--- config.mk ---
export PLATFORM = sky130hd
export DESIGN_NAME = uart_mute_wakeup
export DESIGN_NICKNAME = d
export VERILOG_FILES = /design/src/rtl/mute_wake_pkg.sv /design/src/rtl/mw_addr_detect.sv /design/src/rtl/mw_mute_state.sv /design/src/rtl/mw_rx_gate.sv /design/src/rtl/uart_mute_wakeup.sv
export SDC_FILE = /design/constraint.sdc
export NUM_CORES = 1
export LEC_CHECK = 0
export BUFFER_PORTS_ARGS = -buffer_cell sky130_fd_sc_hd__clkbuf_2
export CORE_AREA = 2 2 39 41
export DETAILED_ROUTE_END_ITERATION = 10
export DIE_AREA = 0 0 41 43
export PLACE_DENSITY = 0.88
export SETUP_SLACK_MARGIN = 0.5
export SYNTH_ARGS = -nofsm -noshare
export SYNTH_HDL_FRONTEND = slang
export SYNTH_SLANG_ARGS = --single-unit
--- constraint.sdc ---
create_clock -name clk -period 1.83 [get_ports clk]
set_clock_uncertainty 0.1 [all_clocks]
set_input_delay 0.0915 -clock clk [delete_from_list [all_inputs] [get_ports clk]]
set_output_delay 0.0915 -clock clk [all_outputs]
set_load 0.1 [all_outputs]
--- src/rtl/mute_wake_pkg.sv ---
package mute_wake_pkg;

  typedef enum logic {
    WAKE_ON_IDLE = 1'b0,
    WAKE_ON_ADDR = 1'b1
  } wake_mode_e;

  typedef struct packed {
    logic is_addr;
    logic hit;
    logic miss;
  } addr_evt_t;

  // Next mute state: a mute request wins; then address events; then idle wake.
  function automatic logic mute_next(
    input logic cur,
    input logic set_req,
    input logic hit,
    input logic miss,
    input logic idle_wake
  );
    logic n;
    n = cur;
    if (set_req)        n = 1'b1;
    else if (miss)      n = 1'b1;
    else if (hit)       n = 1'b0;
    else if (idle_wake) n = 1'b0;
    return n;
  endfunction

  // A word passes the gate only when awake and not an address word.
  function automatic logic word_passes(
    input logic valid,
    input logic is_addr,
    input logic cur_muted
  );
    return valid && !is_addr && !cur_muted;
  endfunction

endpackage

--- src/rtl/mw_addr_detect.sv ---
module mw_addr_detect
  import mute_wake_pkg::*;
#(
  parameter int DATA_W = 9,
  parameter int ID_W   = 4
) (
  input  logic              rx_valid,
  input  logic [DATA_W-1:0] rx_word,
  input  logic              wake_sel,
  input  logic [ID_W-1:0]   node_id,
  output addr_evt_t         evt
);
  localparam int MSB = DATA_W - 1;

  logic [ID_W-1:0] bit_eq;
  logic            id_equal;
  logic            addr_word;

  generate
    for (genvar i = 0; i < ID_W; i++) begin : g_cmp
      assign bit_eq[i] = (rx_word[i] == node_id[i]);
    end
  endgenerate

  assign id_equal  = &bit_eq;
  assign addr_word = rx_valid && (wake_mode_e'(wake_sel) == WAKE_ON_ADDR) && rx_word[MSB];

  always_comb begin
    evt.is_addr = addr_word;
    evt.hit     = addr_word && id_equal;
    evt.miss    = addr_word && !id_equal;
  end
endmodule

--- src/rtl/mw_mute_state.sv ---
module mw_mute_state
  import mute_wake_pkg::*;
(
  input  logic clk,
  input  logic rst_n,
  input  logic mute_set,
  input  logic wake_sel,
  input  logic idle_det,
  input  logic addr_hit,
  input  logic addr_miss,
  output logic idle_wake,
  output logic muted
);
  logic muted_q;

  assign idle_wake = muted_q && idle_det && (wake_mode_e'(wake_sel) == WAKE_ON_IDLE);

  always_ff @(posedge clk) begin
    if (!rst_n) muted_q <= 1'b0;
    else        muted_q <= mute_next(muted_q, mute_set, addr_hit, addr_miss, idle_wake);
  end

  assign muted = muted_q;
endmodule

--- src/rtl/mw_rx_gate.sv ---
module mw_rx_gate #(
  parameter int DATA_W = 9,
  parameter int FLAG_W = 2
) (
  input  logic              clk,
  input  logic              rst_n,
  input  logic              pass,
  input  logic [DATA_W-1:0] rx_word,
  input  logic [FLAG_W-1:0] rx_flags,
  output logic              rx_valid_o,
  output logic [DATA_W-1:0] rx_data_o,
  output logic [FLAG_W-1:0] rx_flags_o
);
  logic [FLAG_W-1:0] flags_gated;

  generate
    for (genvar f = 0; f < FLAG_W; f++) begin : g_flag
      assign flags_gated[f] = rx_flags[f] & pass;
    end
  endgenerate

  always_ff @(posedge clk) begin
    if (!rst_n) begin
      rx_valid_o <= 1'b0;
      rx_data_o  <= '0;
      rx_flags_o <= '0;
    end else begin
      rx_valid_o <= pass;
      rx_flags_o <= flags_gated;
      if (pass) rx_data_o <= rx_word;
    end
  end
endmodule

--- src/rtl/uart_mute_wakeup.sv ---
module uart_mute_wakeup
  import mute_wake_pkg::*;
#(
  parameter int DATA_W = 9,
  parameter int ID_W   = 4,
  parameter int FLAG_W = 2
) (
  input  logic              clk,
  input  logic              rst_n,
  input  logic              mute_set,
  input  logic              wake_sel,
  input  logic [ID_W-1:0]   node_id,
  input  logic [DATA_W-1:0] rx_word,
  input  logic              rx_valid,
  input  logic [FLAG_W-1:0] rx_flags,
  input  logic              idle_det,
  output logic              muted,
  output logic              rx_valid_o,
  output logic [DATA_W-1:0] rx_data_o,
  output logic [FLAG_W-1:0] rx_flags_o
);
  addr_evt_t evt;
  logic      addr_is;
  logic      addr_hit;
  logic      addr_miss;
  logic      idle_wake;
  logic      word_pass;

  mw_addr_detect #(.DATA_W(DATA_W), .ID_W(ID_W)) u_detect (
    .rx_valid (rx_valid),
    .rx_word  (rx_word),
    .wake_sel (wake_sel),
    .node_id  (node_id),
    .evt      (evt)
  );

  assign addr_is   = evt.is_addr;
  assign addr_hit  = evt.hit;
  assign addr_miss = evt.miss;

  mw_mute_state u_state (
    .clk       (clk),
    .rst_n     (rst_n),
    .mute_set  (mute_set),
    .wake_sel  (wake_sel),
    .idle_det  (idle_det),
    .addr_hit  (addr_hit),
    .addr_miss (addr_miss),
    .idle_wake (idle_wake),
    .muted     (muted)
  );

  assign word_pass = word_passes(rx_valid, addr_is, muted);

  mw_rx_gate #(.DATA_W(DATA_W), .FLAG_W(FLAG_W)) u_gate (
    .clk        (clk),
    .rst_n      (rst_n),
    .pass       (word_pass),
    .rx_word    (rx_word),
    .rx_flags   (rx_flags),
    .rx_valid_o (rx_valid_o),
    .rx_data_o  (rx_data_o),
    .rx_flags_o (rx_flags_o)
  );
endmodule

== Yosys cells after proc, flatten, opt, wreduce, memory -nomap -nowiden ==
Index checks and enable logic that the tools add are counted.

* Eq/ne operators: 4
* Mux-type cells: 4
* Bitwise gates (word level): 3
* Reduce and logical (&&, ||, !) cells: 13

{| class="wikitable"
|+ Operator list
! kind !! count
|-
| 1-bit logical AND || 8
|-
| 1-bit == test || 4
|-
| 1-bit 2-to-1 mux || 4
|-
| 4-bit AND reduction || 1
|-
| 4-bit nonzero test || 1
|-
| 1-bit zero test || 3
|-
| 1-bit bitwise AND || 2
|-
| 1-bit inverter || 1
|}

* Register bits: 13
* Input bits: 21
* Output and inout port bits: 13
* Word-level logic and storage cells: 28

== Depth between registers and ports, before layout ==
Gate-level depths: netlist (run 1).

* Depth in word-level cells: 6
* Depth in mapped cells: 4
* Gate-level depth less buffers: 3

== Modules after synthesis ==
Synthesis (run 1) repeated with hierarchy kept, for this count alone.

* Cells, all modules: 51
* Area, all modules: 566.8 sq um

{| class="wikitable"
|+ By module, submodules not included
! module !! instances !! cells each !! area an instance (sq um) !! seq. area each (sq um)
|-
| mw_rx_gate || 1 || 35 || 424.2 || 240.2
|-
| mw_addr_detect || 1 || 10 || 67.6 || 0.0
|-
| mw_mute_state || 1 || 5 || 62.6 || 20.0
|-
| uart_mute_wakeup || 1 || 1 || 12.5 || 0.0
|}

== Least setup slack after synthesis (run 1) ==
No wires, ideal clock.

* Path kind: register to register
* Start: register u_state.muted_q (netlist: u_state.muted)
* End: register u_gate.rx_data_o[2]
* Setup time: 73 ps
* Arrival: 1573 ps
* Data required time: 1657 ps
* Setup slack: 84 ps
* Stages on the path, launching flop included: 5
* Path buffers: 1
* Clock period less this slack: 1746 ps
* Cells stage by stage: dfxtp_1 -> nand2b_1 -> clkbuf_2 -> o21ai_0 -> a21oi_1

* Longest elaborated chain between the ends: 2

{| class="wikitable"
|+ Ends and longest elaborated chain
! element !! RTL line !! RTL
|-
| start, declared || mw_mute_state.sv:14 || <nowiki>logic muted_q;</nowiki>
|-
| start signal, assigned || mw_mute_state.sv:20 || <nowiki>else muted_q <= mute_next(muted_q, mute_set, addr_hit, addr_miss, idle_wake);</nowiki>
|-
| 1-bit zero test || mute_wake_pkg.sv:37 || <nowiki>return valid && !is_addr && !cur_muted;</nowiki>
|-
| 1-bit logical AND || mute_wake_pkg.sv:37 ||
|-
| end signal, assigned || mw_rx_gate.sv:30 || <nowiki>if (pass) rx_data_o <= rx_word;</nowiki>
|-
| end, declared || mw_rx_gate.sv:11 || <nowiki>output logic [DATA_W-1:0] rx_data_o,</nowiki>
|}

Every way passes these cells.
A chain may end at the register's enable or synchronous reset.

== Worst setup path after layout (run 1) ==
* Start: register u_state.muted_q (netlist: u_state.muted)
* End: output muted

{| class="wikitable"
|+ RTL lines
! element !! RTL line !! RTL
|-
| end, declared || uart_mute_wakeup.sv:17 || <nowiki>output logic muted,</nowiki>
|}

No word-level cell between the ends.

==> results of run 1 <==
## area by class of cell
class,instances,area [um^2]
clock buffer,4,26.28
fill,126,495.5
inverter,1,7.507
multi-input combinational,43,264.0
sequential,13,275.3
tap,16,20.02
timing repair buffer,46,295.3
## timing repair
item | in CTS | in global routing
endpoints found under the setup margin | 0 | 12
hold endpoints to repair | 12 | 0
hold buffers | 13 | 0
resized for setup | 0 | 3
## synthesized netlist by cell type, drive strengths merged
cell type,count,area [um^2]
nand2b,2,12.51
clkbuf,1,5.000
nand4,1,6.260
o21ai,9,45.04
buf,2,16.26
clkinv,1,3.750
nor3,1,10.01
nand2,2,7.510
a221o,1,10.01
nand3,9,45.04
a21oi,9,45.04
nor2b,1,6.260
and2,3,21.27
o311a,1,10.01
xnor2,4,35.03
dfxtp,13,260.3
## routing by layer
layer,up-vias,global-route usage (%)
li1,309,-
met1,295,19.54
met2,29,31.25
met3,5,6.283
met4,0,14.00
met5,-,0
## stage by stage
| stage | setup slack [ns] | instance area (um^2) | total power, mW | instances | hold WS, ns |
|---|---|---|---|---|---|
| 2_1_floorplan | 0.5814 | 554.3 | 0.4714 | 60 | 0.1126 |
| 3_5_place_dp | 0.5713 | 718.2 | 0.5155 | 106 | 0.1964 |
| 3_3_place_gp | 0.6094 | 718.2 | 0.5132 | 106 | 0.1976 |
| 6_report | 0.5369 | 888.4 | 0.7167 | 123 | 0.04155 |
| 5_1_grt | 0.5017 | 888.4 | 0.7480 | 123 | 0.04451 |
| 4_1_cts | 0.5150 | 874.6 | 0.7107 | 123 | 0.04150 |
## power by group
part / total [mW] / switching, mW / internal [mW]
sequential: 0.307 / 0.00741 / 0.300
combinational: 0.230 / 0.163 / 0.0670
clock: 0.180 / 0.0953 / 0.0846
## worst max path at each step
stage,end,slack [ns]
6_report,muted,0.54
5_1_grt,u_state.muted$_SDFFE_PN0P_,0.50
4_1_cts,u_gate.rx_flags_o[1]$_SDFF_PN0_,0.52
3_5_place_dp,u_gate.rx_data_o[1]$_SDFFE_PN0P_,0.57
3_3_place_gp,u_gate.rx_data_o[1]$_SDFFE_PN0P_,0.61
2_1_floorplan,u_gate.rx_flags_o[0]$_SDFF_PN0_,0.58
## logic make-up after synthesis
logic type / after synthesis / share of synthesized area, %
AO/OA/AOI/OAI: 20 / 20.42
AND/OR/NAND/NOR: 19 / 20.19
buffers and inverters: 4 / 4.638
XOR/XNOR: 4 / 6.496
flip-flops: 13 / 48.26
## flip-flops by register name (all words and copies together), names as in the netlist
register and flops:
u_gate.rx_flags_o 2, u_gate.rx_data_o 9, u_state.muted 1, u_gate.rx_valid_o 1
==> PnR_summary.wiki, run 1 <==
{| class="wikitable"
! Metric !! Value
|-
| Run status || completed
|-
| Cell depth of the worst min-delay path || 3
|-
| Dominant delay contributor by cell family on the critical path || buffers and inverters
|-
| Worst hold path class || in -> reg
|-
| Kind of end point of the critical path || primary output
|-
| Source of the worst register-to-register timing path || u_state.muted$_SDFFE_PN0P_
|-
| Max VDD drop || 0.4261 mV
|-
| Total die area || 1763 um^2
|-
| DRT Pass-1 Iters || 5
|-
| Critical path's largest stage delay || 0.45 ns
|-
| Clock tree from TritonCTS || built
|-
| Via count of the first global-routing pass || 548
|-
| Latest clock arrival within the worst-skew pair || 0.28 ns
|-
| Mean instance size in the synthesized netlist || 8.988 um^2
|-
| Worst reg2reg path endpoint || u_gate.rx_data_o[4]$_SDFFE_PN0P_
|-
| Sum of overflow across all layers after global routing || 0
|-
| IO buf count || 33
|-
| Routability-driven placement congestion ratio || 0.8041
|-
| Data required time of the worst path || 1.64 ns
|-
| Final Hold Viols || 0
|-
| Total setup buffers inserted after CTS || 0
|-
| H-tree level count || 1
|-
| Total clock buffers created by CTS || 3
|-
| Cell at the slowest stage of the critical path || sky130_fd_sc_hd__clkbuf_2
|-
| Area of the core || 1384 um^2
|-
| Final antenna diode count || 0
|-
| Arrival @ worst endpoint || 1.10 ns
|-
| Area Overhead vs Synth || 64.73%
|-
| Utilization of the core after routing || 64.20%
|-
| Number of cell rows || 14
|-
| Starting DRC count in detailed routing || 15
|-
| Pwr/cell area || 806.7 nW/um^2
|-
| Initial Util || 38.97%
|-
| Residual DRC || 0
|-
| Maximum number of pins on one net before global-route repair || 13
|-
| Reg-to-reg setup timing slack || 0.58 ns
|-
| Number of buffers on the longest clock path || 2
|-
| Fraction of the yosys area taken by sequential cells || 48.26%
|-
| CTS sink count || 13
|-
| Met3 wire length || 84 um
|-
| Die height || 43 um
|-
| FF+latch count, synth || 13
|-
| Most common cell after layout, fill and taps aside || sky130_fd_sc_hd__clkbuf_2
|-
| Hold path endpoint || u_state.muted$_SDFFE_PN0P_
|-
| Routed length per placed instance || 12.87 um
|-
| Setup Viol. Count Final || 0
|-
| Final net count || 129
|-
| Depth of the worst register-to-register path || 3
|-
| Critical path startpoint category || flip-flop
|-
| Post-route fraction of the period consumed by the critical path || 70.66%
|-
| All-Layer GR Usage || 19.46%
|-
| Post-Syn Area || 539.3 um^2
|-
| Pin slew with the least headroom to its limit || 0.5494 ns
|-
| Synth Instances || 60
|-
| Syn nets || 81
|-
| Lkg Pwr || 0.3941 nW
|-
| Register clock-pin slew on the reported worst setup and hold paths || 0.08 ns
|-
| Max capacitance violation total || 0
|-
| Global-route wire length before repair || 2.235 mm
|-
| Cell depth of the worst setup path || 1
|-
| Maximum fanout along the worst path || 4
|-
| CP Launch Point || u_state.muted$_SDFFE_PN0P_
|-
| Final sum of negative setup slack || 0 ns
|-
| Setup repair after global routing missed its margin || no
|-
| DR vias/cell || 5.187
|-
| Top Layer Used || met4
|-
| Crit Path Category || reg -> out
|-
| Hold Path Origin || rx_valid
|-
| Shortest period the worst path allows || 1.293 ns
|-
| Fraction of final layout cells with drive strength greater than 1 || 47.66%
|-
| Final wirelength || 1.583 mm
|-
| Chip width || 41 um
|-
| Antenna violations before repair || 0
|-
| Warning count from the yosys run || 0
|-
| Post-synth cell types || 19
|-
| Top library cells by usage in the layout, fill and taps aside || sky130_fd_sc_hd__clkbuf_2, sky130_fd_sc_hd__dlygate4sd3_1, sky130_fd_sc_hd__nand3_1, sky130_fd_sc_hd__a21oi_1, sky130_fd_sc_hd__dfxtp_2
|-
| Fin. max-slew vios || 0
|-
| I/O pin total || 34
|-
| WP buf/inv || 1
|-
| Root Buffer Master || sky130_fd_sc_hd__clkbuf_4
|-
| Max-slew headroom at the worst pin || 63.53%
|-
| Cells along the critical path || clkbuf_2
|-
| Met2 routed wirelength || 803 um
|-
| Detailed-route wire length on metal 1 || 651 um
|-
| Number of antenna-violating nets in the routed design || 0
|-
| Via count of the routed design || 638
|-
| Peak Freq || 773.3 MHz
|-
| Sum of net half-perimeters after detailed placement || 1.033 mm
|}
No activity file was read; power rests on OpenSTA's default activity.
==> run 2, diff against run 1 <==
- ABC_AREA: not set -> 1
- CORE_AREA: 2 2 39 41 -> not set
- CORE_UTILIZATION: not set -> 40
- DIE_AREA: 0 0 41 43 -> not set
- PLACE_DENSITY: 0.88 -> 0.86
- clock period: 1.83 -> 1.3 ns (I/O delays scaled with it)
==> run 2 against run 1 <==
Compared with the run above: the run now ends with negative hold slack left; via count rose by 14%; hold slack worse by 0.12 ns; count of clock-buffer cells in the layout did not move; wire length grew 33%; power grew 74%; first-iteration DRC count down 13%; sequential share of layout area decreased by 5.6 points; non-clock buffer count rose by 2; setup slack got worse by 0.32 ns; highest routed layer unchanged.
==> PnR_summary.wiki, run 2 <==
{| class="wikitable"
! Metric !! Value
|-
| Area taken by flip-flops and latches || 291.5 um^2
|-
| Total area of multi-input combinational cells || 261.5 um^2
|-
| Synth Instances || 78
|-
| Final wirelength || 2.106 mm
|-
| Cell at the slowest stage of the critical path || sky130_fd_sc_hd__dfxtp_4
|-
| Top library cells by usage in the layout, fill and taps aside || sky130_fd_sc_hd__clkbuf_2, sky130_fd_sc_hd__nand2_1, sky130_fd_sc_hd__inv_1, sky130_fd_sc_hd__buf_12, sky130_fd_sc_hd__nor2_1
|-
| Residual DRC || 0
|-
| Shortest period the worst path allows || 1.079 ns
|-
| Number of cell rows || 13
|-
| Root Buffer Master || sky130_fd_sc_hd__clkbuf_4
|-
| DR vias/cell || 5.014
|-
| Lkg Pwr || 0.5716 nW
|-
| Global-route wire length before repair || 2.829 mm
|-
| Proportion of register bits with asynchronous set or reset after synthesis || 0%
|-
| Initial Util || 43.21%
|-
| Clock tree from TritonCTS || built
|-
| Post-Syn Area || 569.3 um^2
|-
| Pin slew with the least headroom to its limit || 0.2506 ns
|-
| Arrival @ worst endpoint || 1.20 ns
|-
| CTS sink count || 13
|-
| Worst hold path class || in -> reg
|-
| Violations in the final reports || negative hold slack
|-
| Antenna violations before repair || 0
|-
| Fraction of final layout cells with drive strength greater than 1 || 57.69%
|-
| Register clock-pin slew on the reported worst setup and hold paths || 0.09 ns
|-
| Fin. max-slew vios || 0
|-
| Number of buffers on the longest clock path || 2
|-
| All-Layer GR Usage || 29.11%
|-
| Post-route fraction of the period consumed by the critical path || 82.96%
|-
| Sum of overflow across all layers after global routing || 0
|-
| Maximum number of pins on one net before global-route repair || 11
|-
| Pwr/cell area || 1087 nW/um^2
|-
| Number of antenna-violating nets in the routed design || 0
|-
| Max-slew headroom at the worst pin || 83.29%
|-
| Peak Freq || 927.2 MHz
|-
| Final sum of negative setup slack || 0 ns
|-
| Final antenna diode count || 0
|-
| Latest clock arrival within the worst-skew pair || 0.29 ns
|-
| H-tree level count || 1
|-
| Area Overhead vs Synth || 102.0%
|-
| Total clock buffers created by CTS || 3
|-
| I/O pin total || 34
|-
| WP buf/inv || 2
|-
| Run status || finished, violations left
|-
| Sum of net half-perimeters after detailed placement || 1.023 mm
|-
| Biggest register || u_gate.rx_data_o
|-
| Mean instance size in the synthesized netlist || 7.299 um^2
|-
| Via count of the routed design || 727
|-
| Setup Viol. Count Final || 0
|-
| Setup repair after global routing missed its margin || yes
|-
| Crit Path Category || reg -> reg
|-
| EDFF count, synth || 0
|-
| Area of the core || 1318 um^2
|-
| Hold Slack || -0.07485 ns
|-
| Final Hold Viols || 6
|-
| Critical path's largest stage delay || 0.37 ns
|-
| Max capacitance violation total || 0
|-
| Warning count from the yosys run || 0
|-
| Syn nets || 99
|-
| Most common cell after layout, fill and taps aside || sky130_fd_sc_hd__clkbuf_2
|-
| Fraction of the yosys area taken by sequential cells || 45.71%
|-
| Dominant delay contributor by cell family on the critical path || flip-flops
|-
| Most numerous cell types in the synthesized netlist || sky130_fd_sc_hd__nand2_1, sky130_fd_sc_hd__dfxtp_1, sky130_fd_sc_hd__inv_1, sky130_fd_sc_hd__nor2_1, sky130_fd_sc_hd__o21ai_0
|-
| Number of instances in the placed design || 125
|-
| Data required time of the worst path || 1.42 ns
|-
| Largest cells by area after synthesis || sky130_fd_sc_hd__dfxtp_1, sky130_fd_sc_hd__nand2_1, sky130_fd_sc_hd__inv_1
|-
| DRT Pass-1 Iters || 4
|-
| Fraction of synthesized cell area taken by the top area cell type || 45.71%
|-
| Routed length per placed instance || 14.52 um
|-
| Number of flip-flops under the largest register name || 9
|-
| Final-layout fill cell count || 67
|-
| Total die area || 1578 um^2
|-
| Final net count || 152
|-
| Chip width || 39.73 um
|-
| Critical path startpoint category || flip-flop
|-
| FF+latch count, synth || 13
|-
| Routability-driven placement congestion ratio || 0.6709
|-
| Via count of the first global-routing pass || 653
|-
| Cells along the critical path || inv_4 > nand3_4 > inv_8 > o21ai_2 > a21oi_2
|-
| Most repeated cell in the gate-level netlist after synthesis || sky130_fd_sc_hd__nand2_1
|-
| Kind of end point of the critical path || flip-flop
|-
| Maximum fanout along the worst path || 8
|-
| Registers with the most flip-flops || u_gate.rx_data_o: 9 flops, u_gate.rx_flags_o: 2 flops
|-
| IO buf count || 33
|-
| Post-synth cell types || 11
|-
| Filler-free cell count of the finished design || 145
|-
| Hold buffer count at CTS || 6
|-
| Max VDD drop || 0.8061 mV
|-
| Starting DRC count in detailed routing || 13
|-
| Die height || 39.73 um
|-
| Cell type with the largest total area after synthesis || sky130_fd_sc_hd__dfxtp_1
|-
| Top_reg_cell synth || sky130_fd_sc_hd__dfxtp_1
|}
[run 2: cell types whose count changed in the layout (fill, tap and decap cells not counted), moves of 9 or more]
cell / delta
sky130_fd_sc_hd__nand3_1: -9
sky130_fd_sc_hd__clkbuf_2: -13
sky130_fd_sc_hd__nand2_1: +14
sky130_fd_sc_hd__buf_12: +12
sky130_fd_sc_hd__inv_1: +12
sky130_fd_sc_hd__buf_4: +9
sky130_fd_sc_hd__nor2_1: +10
[run 2: final cells by class]
cell class	instances	area share, %
clock buffers	4	2.285
inverters	14	5.441
multi-input cells	50	22.74
flip-flops and latches	13	25.35
well taps	15	1.632
repair buffers	48	42.00
repair inverters	1	0.5441
[run 2: what timing repair did]
action | 4_1_cts | 5_1_grt
endpoints found under the hold margin | 12 | 4
gates resized for setup | 49 | 8
endpoints found under the setup margin | 25 | 26
setup buffers | 7 | 2
gates cloned | 1 | 0
pin swaps | 2 | 2
[run 2: per-stage QoR]
step	total power, mW	utilization (%)	area [um^2]	worst slack, ns	hold slack (ns)
floorplan	0.7432	-	600.6	0.1094	0.07812
CTS	1.208	84.71	1116	0.2726	-0.06555
detailed placement	0.8287	60.49	797.0	0.2462	0.1766
global placement	0.8199	60.49	797.0	0.3095	0.1839
finish	1.250	87.27	1150	0.2215	-0.07485
global route	1.302	87.27	1150	0.1790	-0.05957
[run 2: layer usage]
metal  up-vias  share of wire [%]  routed length, um  GRT usage, %
met5         -                  0                  0             0
met4         0                2.5                 53         25.00
met3         6                6.0                126         10.80
met2        36                 56               1184         46.72
met1       338                 35                741         29.05
li1        347                  -                  -             -
[run 2: logic make-up after synthesis]
kind of cell | after synthesis | synth area share, %
DFF | 13 | 45.71
AOI/OAI and AO/OA | 16 | 14.06
buffers and inverters | 15 | 13.19
and+or+nand+nor | 34 | 27.03
[run 2: final timing paths]
kind,start,endpoint,slack [ns],cells after the start
max,u_state.muted$_SDFFE_PN0P_,u_gate.rx_data_o[2]$_SDFFE_PN0P_,0.22,5
min,mute_set,u_state.muted$_SDFFE_PN0P_,-0.07,3
max reg2reg,u_state.muted$_SDFFE_PN0P_,u_gate.rx_data_o[2]$_SDFFE_PN0P_,0.22,5
min reg2reg,u_gate.rx_data_o[4]$_SDFFE_PN0P_,u_gate.rx_data_o[4]$_SDFFE_PN0P_,0.42,2
[run 2: tightest hold or removal path, cell delays in order]
cell and delay (ns):
sky130_fd_sc_hd__clkbuf_2 0.08, sky130_fd_sc_hd__a21oi_1 0.04, sky130_fd_sc_hd__a21oi_1 0.10
[run 2: report_power, final]
group          leakage, nW  total (mW)  switching [mW]  internal [mW]
clock network       0.0150       0.266           0.147          0.119
logic                0.443       0.523           0.322          0.201
registers            0.114       0.461          0.0328          0.428
==> run 3, diff against run 2 <==
- ABC_AREA: 1 -> 0
- CORE_UTILIZATION: 40 -> 35
- PLACE_DENSITY: 0.86 -> 0.81
- clock period: 1.3 -> 0.87 ns (I/O delays scaled with it)
==> run 3 against run 2 <==
Compared with the run above: the flow finishes with violations (negative hold slack, negative setup slack); design area rose by 1.6%; die area is 7.8% higher; sequential power grew 40%; first-iteration DRC count rose by 7.7%; core utilization decreased by 1.7 points; flip-flop and latch count is the same; non-clock buffer count grew 1; global-route usage fell by 3.1 points; clock power grew 48%; critical path type is now reg -> out; largest cell class unchanged.
==> PnR_summary.wiki, run 3 (same netlist as run 1, synthesis figures left out) <==
{| class="wikitable"
! Metric !! Value
|-
| Via count of the routed design || 672
|-
| Global-route wire length before repair || 2.649 mm
|-
| Pwr/cell area || 1443 nW/um^2
|-
| Final sum of negative setup slack || -3.363 ns
|-
| Clock tree from TritonCTS || built
|-
| Initial Util || 39.47%
|-
| Proportion of power drawn by flip-flops and latches || 38.4%
|-
| Cells along the critical path || buf_6 > buf_12
|-
| Chip width || 41.25 um
|-
| Maximum number of pins on one net before global-route repair || 11
|-
| Maximum fanout along the worst path || 4
|-
| Lkg Pwr || 0.4872 nW
|-
| Met2 routed wirelength || 992 um
|-
| DRT Pass-1 Iters || 4
|-
| Violations in the final reports || negative hold slack, negative setup slack
|-
| Data required time of the worst path || 0.73 ns
|-
| Fin. max-slew vios || 0
|-
| Number of buffers on the longest clock path || 2
|-
| Number of antenna-violating nets in the routed design || 0
|-
| Utilization of the core after routing || 85.53%
|-
| Post-route setup slack || -0.2144 ns
|-
| Routed length per placed instance || 15.85 um
|-
| Registers with the most flip-flops || u_gate.rx_data_o: 9 flops, u_gate.rx_flags_o: 2 flops
|-
| Total clock buffers created by CTS || 3
|-
| Final Hold Viols || 8
|-
| IO buf count || 33
|-
| Worst hold path class || in -> reg
|-
| Part of the total power dissipated in combinational logic || 38.3%
|-
| Switching power of the nets || 632.2 uW
|-
| Shortest period the worst path allows || 1.084 ns
|-
| Top Layer Used || met4
|-
| Number of flip-flops under the largest register name || 9
|-
| Max capacitance violation total || 0
|-
| Met3 wire length || 119 um
|-
| Run status || finished, violations left
|-
| Cell at the slowest stage of the critical path || sky130_fd_sc_hd__dfxtp_4
|-
| Top library cells by usage in the layout, fill and taps aside || sky130_fd_sc_hd__clkbuf_2, sky130_fd_sc_hd__buf_4, sky130_fd_sc_hd__buf_12, sky130_fd_sc_hd__dfxtp_4, sky130_fd_sc_hd__nand3_1
|-
| Area of the core || 1366 um^2
|-
| H-tree level count || 1
|-
| Root Buffer Master || sky130_fd_sc_hd__clkbuf_4
|-
| Clock network fraction of total power || 23.3%
|-
| Kind of end point of the critical path || primary output
|-
| Setup repair after global routing missed its margin || yes
|-
| Fraction of final layout cells with drive strength greater than 1 || 73.64%
|-
| Register clock-pin slew on the reported worst setup and hold paths || 0.08 ns
|-
| Biggest register || u_gate.rx_data_o
|-
| Max VDD drop || 1.005 mV
|-
| Final antenna diode count || 0
|-
| Via count of the first global-routing pass || 584
|-
| Area Overhead vs Synth || 116.7%
|-
| I/O pin total || 34
|-
| Most common cell after layout, fill and taps aside || sky130_fd_sc_hd__clkbuf_2
|-
| Residual DRC || 0
|-
| Sw Share || 37.48%
|-
| Internal cell power || 1.054 mW
|-
| Die height || 41.25 um
|-
| Crit Path Category || reg -> out
|-
| Arrival @ worst endpoint || 0.94 ns
|-
| Setup Viol. Count Final || 26
|-
| Dominant delay contributor by cell family on the critical path || flip-flops
|-
| Antenna violations before repair || 0
|-
| Critical path startpoint category || flip-flop
|-
| CTS sink count || 13
|-
| Sum of overflow across all layers after global routing || 0
|-
| Max-slew headroom at the worst pin || 75.85%
|-
| Fin area || 1169 um^2
|-
| Critical path's largest stage delay || 0.39 ns
|-
| Worst slack at placement || -0.1856 ns
|-
| Latest clock arrival within the worst-skew pair || 0.28 ns
|-
| All-Layer GR Usage || 25.98%
|-
| Peak Freq || 922.2 MHz
|-
| Sum of net half-perimeters after detailed placement || 1.222 mm
|-
| Final wirelength || 1.981 mm
|-
| Cell area after placement || 1044 um^2
|-
| Hold Slack || -0.1387 ns
|-
| DR vias/cell || 5.376
|-
| Number of cell rows || 13
|-
| Final net count || 132
|-
| WP buf/inv || 2
|-
| Post-route fraction of the period consumed by the critical path || 124.6%
|-
| Pin slew with the least headroom to its limit || 0.3614 ns
|-
| Starting DRC count in detailed routing || 14
|-
| Total die area || 1702 um^2
|-
| Routability-driven placement congestion ratio || 0.7392
|-
| Detailed-route wire length on metal 1 || 837 um
|}
[run 3: cell types whose count changed in the layout (fill, tap and decap cells not counted), sizes merged, moves of 2 or more]
cell and delta:
nand3 +8, dlygate4sd3 -6, nand2b +2, inv -15, nor2 -16, nand2 -15, xnor2 +4, and2 +3
buf +7, a21oi +2
[run 3: power groups by stage]
stage / combinational [mW] / clock, mW / sequential (mW)
6_report: 0.646 / 0.393 / 0.647
5_1_grt: 0.670 / 0.416 / 0.650
4_1_cts: 0.605 / 0.393 / 0.643
3_5_place_dp: 0.580 / 0 / 0.655
3_3_place_gp: 0.568 / 0 / 0.653
2_1_floorplan: 0.112 / 0 / 0.869
[run 3: worst reg2reg max path: cells and delay by family, from the launching register on]
kind / cells / cell delay, ns
AOI/OAI and AO/OA: 2 / 0.26
and+or+nand+nor: 1 / 0.22
DFF: 1 / 0.37
[run 3: routing by layer]
layer	vias up	track usage [%]
met5	-	0
met1	315	28.20
met4	0	20.16
met2	37	42.97
met3	5	5.978
li1	315	-
[run 3: worst paths after layout]
| kind | cells after the start | start | end | slack (ns) |
|---|---|---|---|---|
| setup / recovery | 2 | u_state.muted$_SDFFE_PN0P_ | muted | -0.21 |
| hold / removal | 2 | rx_flags[0] | u_gate.rx_flags_o[0]$_SDFF_PN0_ | -0.14 |
| setup reg to reg | 3 | u_state.muted$_SDFFE_PN0P_ | u_gate.rx_data_o[4]$_SDFFE_PN0P_ | -0.19 |
| hold reg to reg | 2 | u_gate.rx_data_o[2]$_SDFFE_PN0P_ | u_gate.rx_data_o[2]$_SDFFE_PN0P_ | 0.40 |
[run 3: repair_timing]
item | 4_1_cts | 5_1_grt
endpoints found under the hold margin | 8 | 8
buffers inserted | 0 | 3
gates resized for setup | 10 | 14
setup endpoints to repair | 26 | 26
gates cloned | 1 | 0
pin swaps | 6 | 4
[run 3: metrics by stage]
| step | total power [mW] | std cells |
|---|---|---|
| final | 1.687 | 125 |
| after global routing | 1.735 | 125 |
| after CTS | 1.641 | 122 |
| after detailed placement | 1.235 | 117 |
| after global placement | 1.221 | 117 |
| after floorplan | 0.9809 | 60 |
[run 3: layout make-up]
cell class / count / area (um^2)
Clock buffer: 4 / 26.28
Fill cell: 70 / 197.7
Inverter: 1 / 3.754
Multi-Input combinational cell: 43 / 322.8
Sequential cell: 13 / 309.0
Tap cell: 15 / 18.77
Timing Repair Buffer: 49 / 488.0
